==> config.mk <==
export PLATFORM = sky130hd
export DESIGN_NAME = tx_bit_retimer
export DESIGN_NICKNAME = d
export VERILOG_FILES = /design/src/rtl/rt_pkg.sv /design/src/rtl/rt_tick_div.sv /design/src/rtl/rt_line_sync.sv /design/src/rtl/rt_retime_core.sv /design/src/rtl/tx_bit_retimer.sv
export SDC_FILE = /design/constraint.sdc
export NUM_CORES = 1
export LEC_CHECK = 0
export ABC_CLOCK_PERIOD_IN_PS = 2100
export BUFFER_PORTS_ARGS = -buffer_cell sky130_fd_sc_hd__buf_2
export CAP_MARGIN = 5
export CORE_MARGIN = 10
export CORE_UTILIZATION = 56
export DETAILED_ROUTE_END_ITERATION = 10
export HOLD_SLACK_MARGIN = 0.05
export PLACE_DENSITY_LB_ADDON = 0.15
export SYNTH_ARGS = -nofsm -noshare
export SYNTH_HDL_FRONTEND = slang
export SYNTH_SLANG_ARGS = --single-unit
==> constraint.sdc <==
create_clock -name clk -period 2.1 [get_ports clk]
set_input_delay 0.105 -clock clk [delete_from_list [all_inputs] [get_ports clk]]
set_output_delay 0.105 -clock clk [all_outputs]
set_load 0.01 [all_outputs]
==> src/rtl/rt_pkg.sv <==
package rt_pkg;

  typedef enum logic {
    MODE_BYPASS = 1'b0,
    MODE_RETIME = 1'b1
  } out_mode_e;

  // System clocks per bit tick, never below 2.
  function automatic int unsigned ticks_per_bit(int unsigned sys_hz, int unsigned bit_hz);
    int unsigned q;
    q = sys_hz / bit_hz;
    return (q < 2) ? 2 : q;
  endfunction

  // Bits needed to count 0 .. n-1.
  function automatic int unsigned count_bits(int unsigned n);
    int unsigned w;
    w = 1;
    while ((64'd1 << w) < 64'(n)) w++;
    return w;
  endfunction

  // Source select for the modulator input.
  function automatic logic pick_out(out_mode_e m, logic retimed, logic direct);
    return (m == MODE_RETIME) ? retimed : direct;
  endfunction

endpackage

==> src/rtl/rt_tick_div.sv <==
module rt_tick_div #(
  parameter int unsigned PERIOD = 10000
) (
  input  logic clk,
  input  logic rst,
  output logic bit_tick
);
  localparam int unsigned W = rt_pkg::count_bits(PERIOD);
  localparam logic [W-1:0] LAST = W'(PERIOD - 1);

  logic [W-1:0] cnt;

  assign bit_tick = (cnt == LAST);

  always_ff @(posedge clk) begin
    if (rst)           cnt <= '0;
    else if (bit_tick) cnt <= '0;
    else               cnt <= cnt + 1'b1;
  end

  // Independent spacing counter for the period check.
  logic [W:0] gap;
  always_ff @(posedge clk) begin
    if (rst)           gap <= '0;
    else if (bit_tick) gap <= '0;
    else               gap <= gap + 1'b1;
  end

  p_tick_period_r2: assert property (@(posedge clk) disable iff (rst)
    bit_tick |-> (gap == (W+1)'(PERIOD - 1)));

  p_tick_single_r2: assert property (@(posedge clk) disable iff (rst)
    bit_tick |=> !bit_tick);

endmodule

==> src/rtl/rt_line_sync.sv <==
module rt_line_sync #(
  parameter int unsigned       LINES    = 2,
  parameter int unsigned       STAGES   = 2,
  parameter logic [LINES-1:0]  IDLE_LVL = '1
) (
  input  logic             clk,
  input  logic             rst,
  input  logic [LINES-1:0] d_in,
  output logic [LINES-1:0] d_out
);
  localparam int unsigned ST = (STAGES < 2) ? 2 : STAGES;

  for (genvar i = 0; i < LINES; i++) begin : g_line
    logic [ST-1:0] sh;
    always_ff @(posedge clk) begin
      if (rst) sh <= {ST{IDLE_LVL[i]}};
      else     sh <= {sh[ST-2:0], d_in[i]};
    end
    assign d_out[i] = sh[ST-1];
  end

endmodule

==> src/rtl/rt_retime_core.sv <==
module rt_retime_core
  import rt_pkg::*;
(
  input  logic clk,
  input  logic rst,
  input  logic bit_tick,
  input  logic txd_s,
  input  logic strobe_s,
  output logic mod_bit,
  output logic ready_n
);
  logic      strobe_q;
  logic      hold_r;
  logic      send_r;
  out_mode_e mode_r;
  logic      cap_evt;

  assign cap_evt = strobe_s & ~strobe_q;

  always_ff @(posedge clk) begin
    if (rst) begin
      strobe_q <= 1'b1;
      hold_r   <= 1'b1;
      send_r   <= 1'b1;
      mode_r   <= MODE_BYPASS;
      ready_n  <= 1'b1;
    end else begin
      strobe_q <= strobe_s;
      if (cap_evt)  hold_r <= txd_s;
      if (bit_tick) begin
        send_r <= hold_r;
        mode_r <= strobe_s ? MODE_BYPASS : MODE_RETIME;
      end
      if (strobe_s)      ready_n <= 1'b1;
      else if (bit_tick) ready_n <= 1'b0;
    end
  end

  assign mod_bit = pick_out(mode_r, send_r, txd_s);

  p_capture_r4: assert property (@(posedge clk) disable iff (rst)
    cap_evt |=> (hold_r == $past(txd_s)));

  p_hold_keep_r4: assert property (@(posedge clk) disable iff (rst)
    !cap_evt |=> $stable(hold_r));

  p_send_load_r5: assert property (@(posedge clk) disable iff (rst)
    bit_tick |=> (send_r == $past(hold_r)));

  p_ready_fall_r6: assert property (@(posedge clk) disable iff (rst)
    (bit_tick && !strobe_s) |=> !ready_n);

  p_ready_release_r7: assert property (@(posedge clk) disable iff (rst)
    strobe_s |=> ready_n);

  p_mode_hold_r8: assert property (@(posedge clk) disable iff (rst)
    !bit_tick |=> $stable(mode_r));

  p_out_steady_r8: assert property (@(posedge clk) disable iff (rst)
    (mode_r == MODE_RETIME && !bit_tick) |=> $stable(mod_bit));

  p_collide_old_r9: assert property (@(posedge clk) disable iff (rst)
    (bit_tick && cap_evt) |=> (send_r == $past(hold_r) && hold_r == $past(txd_s)));

  p_to_bypass_r10: assert property (@(posedge clk) disable iff (rst)
    (bit_tick && strobe_s) |=> (mode_r == MODE_BYPASS));

endmodule

==> src/rtl/tx_bit_retimer.sv <==
module tx_bit_retimer #(
  parameter int unsigned SYS_CLK_HZ  = 12_000_000,
  parameter int unsigned BIT_RATE_HZ = 1200,
  parameter int unsigned SYNC_STAGES = 2
) (
  input  logic clk,
  input  logic rst,
  input  logic host_txd,
  input  logic host_strobe,
  output logic mod_bit,
  output logic ready_n
);
  localparam int unsigned PERIOD = rt_pkg::ticks_per_bit(SYS_CLK_HZ, BIT_RATE_HZ);

  logic       bit_tick;
  logic [1:0] lines_raw;
  logic [1:0] lines_s;
  logic       txd_s;
  logic       strobe_s;

  assign lines_raw = {host_strobe, host_txd};
  assign txd_s     = lines_s[0];
  assign strobe_s  = lines_s[1];

  rt_tick_div #(.PERIOD(PERIOD)) u_div (
    .clk      (clk),
    .rst      (rst),
    .bit_tick (bit_tick)
  );

  rt_line_sync #(.LINES(2), .STAGES(SYNC_STAGES), .IDLE_LVL(2'b11)) u_sync (
    .clk   (clk),
    .rst   (rst),
    .d_in  (lines_raw),
    .d_out (lines_s)
  );

  rt_retime_core u_core (
    .clk      (clk),
    .rst      (rst),
    .bit_tick (bit_tick),
    .txd_s    (txd_s),
    .strobe_s (strobe_s),
    .mod_bit  (mod_bit),
    .ready_n  (ready_n)
  );

  p_reset_idle_r1: assert property (@(posedge clk)
    rst |=> (ready_n && mod_bit));

endmodule

==> impl_metrics.yaml <==
setup_path:
  path_max_fanout: 12
  reg2regPathDepth: 5
  slowest_stage: "or4_1"
  cpPeakStageDelay_ps: 720
  cp.arrival_ps: 2090
  worstSetupEndpoint: "u_div.cnt[13]"
  end_kind: "register"
  rrSetupSlack_ps: 220
  path_cells: "ha_1, nand3_1, or4_1, nand2_4, nor2_1"
  critPathLaunchType: "register"
  critical_path_class: "register to register"
  reg2reg_from: "u_div.cnt[0]"
  rr_endpoint: "u_div.cnt[13]"
  startpoint: "u_div.cnt[0]"
  crit_required_ps: 2310
synth:
  syn-cell-area_um2: 892
  async_flop_share: 0
  synth_seq_cells: 23
  postSynthAreaPerCell_um2: 9.70
  synth_warnings: 0
  synth_fp_nets: 97
  yosysTopAreaCell: "dfxtp_1"
  synthTopCellsByArea: "dfxtp_1 52%, xnor2_1 11%, nor2_1 5.9%"
  synth-edff-count: 0
  synth-main-ff-cell: "dfxtp_1"
  syn_inst: 92
  synth_cell_types: 25
  synth_top_area_frac: 0.516
  seq_area_frac_synth: 0.516
timing:
  setup_viol: 0
  rsz0062_at_grt: "no"
  finalCriticalPeriod_ps: 1880
  fmax_ghz: 0.532
  finClkSkew_ps: 4.43
  timing.final.crit_share: 0.895
  tightest_slew_ps: 378
  drv_slew: 0
  hold_violations: 0
  max_slew_margin: 0.745
  setup_tns_ps: 0
job:
  maxCapViolations: 0
clocking:
  cts_resized: 0
  cts-root-buf: "clkbuf_4"
  cts_buffer_depth: 2
  cts_buffers: 3
  clk_latency_ps: 300
  post-cts-setup-buffer-count: 0
  cts.sinks: 23
  clkTransAtPathRegs_ps: 110
  cts_hold_buffers: 3
  cts_tree: "built"
  h-tree-depth: 1
layout:
  multi_input_area_um2: 400
  antenna_cells: 0
  layout_commonest_cell: "dfxtp_1"
  final_cell_mix: "23 x dfxtp_1, 14 x nor2_1, 11 x xnor2_1, 6 x nand3_1"
  fillers: 119
  area_growth_pct: 9.12
  nNetsFinal: 108
  drive_above_1_share: 0.157
  fin_area_um2: 973
  layout.area.seq_um2: 460
place:
  dpl_cell_area_um2: 917
  place_congestion: 0.833
  dp_hpwl_um: 1010
  portBuffers: 5
power_and_ir_drop:
  p_per_area_nw_per_um2: 690
  p_leak_nw: 0.337
  ir_worst_vdd_v: 0.000485
floorplan:
  die_x_um: 59.9
  die_height_um: 59.9
  core-area_um2: 1510
  pin_count: 6
  num_rows: 14
  die_area_um2: 3590
  start_util: 0.592
routing:
  routed-via-count: 643
  dr.pass1.iters: 4
  postRouteAntennaNets: 0
  avgRoutedWirePerCell_um: 11.9
  viasPerCell: 5.45
  drtIter0Drc: 10
  post-route-drc-count: 0
  routed_wl_um: 1410
global_routing:
  grt_max_degree: 13
  grt_pass1_wl_um: 2420
  antenna_found_initial: 0
  grt_pass1_vias: 556
  grt.overflow.total: 0
  track_usage: 0.0879
worst_hold_path:
  hp-class: "register to register"
status:
  outcome: "completed"
==> cell usage after synthesis (all sizes together), types with 2 or more instances <==
cell type	instances
mux2i	2
dfxtp	23
nor4	4
inv	3
xnor2	11
nand2	6
buf	2
nand4	2
nor3	3
nand3	6
or2	5
nor2	15
==> worst min path at each step <==
stage                           startpoint                endpoint  slack (ps)  depth (start not counted)
floorplan                              rst            u_div.cnt[2]         180                          1
global placement                  host_txd  u_sync.g_line[0].sh[0]         290                          2
detailed placement                host_txd  u_sync.g_line[0].sh[0]         290                          2
CTS                 u_sync.g_line[1].sh[0]  u_sync.g_line[1].sh[1]         430                          1
global route        u_sync.g_line[0].sh[0]  u_sync.g_line[0].sh[1]         440                          1
finish              u_sync.g_line[1].sh[0]  u_sync.g_line[1].sh[1]         420                          1
==> kinds of logic after synthesis <==
group	synth area share
simple gates	0.268
flops	0.516
mux	0.0351
compound gates	0.0140
fa+ha+maj	0.0140
buf+inv	0.0351
xor+xnor	0.118
==> final cells by class <==
| cell class | instances | share of cell area |
|---|---|---|
| flip-flops and latches | 23 | 0.473 |
| clock buffers | 4 | 0.0270 |
| multi-input cells | 64 | 0.411 |
| repair buffers | 8 | 0.0566 |
| inverters | 3 | 0.0116 |
| well taps | 16 | 0.0206 |
==> sequential cells by signal, indices dropped and copies added, names as in the netlist <==
name,cells
u_core.send_r,1
u_core.strobe_q,1
u_sync.g_line.sh,4
u_div.cnt,14
u_core.mode_r,1
u_core.ready_n,1
u_core.hold_r,1
==> worst max-delay path, delay by kind of cell (launching register included) <==
| kind | cells | cell delay (ps) |
|---|---|---|
| adders and majority gates | 1 | 190 |
| DFF | 1 | 390 |
| and+or+nand+nor | 4 | 1200 |
==> stage by stage <==
stage | power [W] | util | setup WS, ps | std cells | hold WS [ps]
5_1_grt | 0.000700 | 0.646 | 97.3 | 118 | 439
6_report | 0.000671 | 0.646 | 221 | 118 | 423
4_1_cts | 0.000677 | 0.646 | 203 | 118 | 429
3_5_place_dp | 0.000484 | 0.609 | 221 | 111 | 293
2_1_floorplan | 0.000478 | - | 353 | 92 | 177
3_3_place_gp | 0.000483 | 0.609 | 276 | 111 | 290
==> routing by layer <==
metal	GRT usage	part of all wire	vias up
met2	0.122	0.45	13
met5	0	0	-
li1	-	-	331
met1	0.118	0.48	292
met4	0.0577	0.028	0
met3	0.0191	0.038	7
==> where the power goes <==
group          switching, W  leakage, nW  internal, W
sequential       0.00000556        0.187     0.000445
combinational     0.0000125        0.135    0.0000145
clock              0.000120       0.0150    0.0000741
total              0.000138        0.337     0.000534
Power figures use the tool's default switching activity.
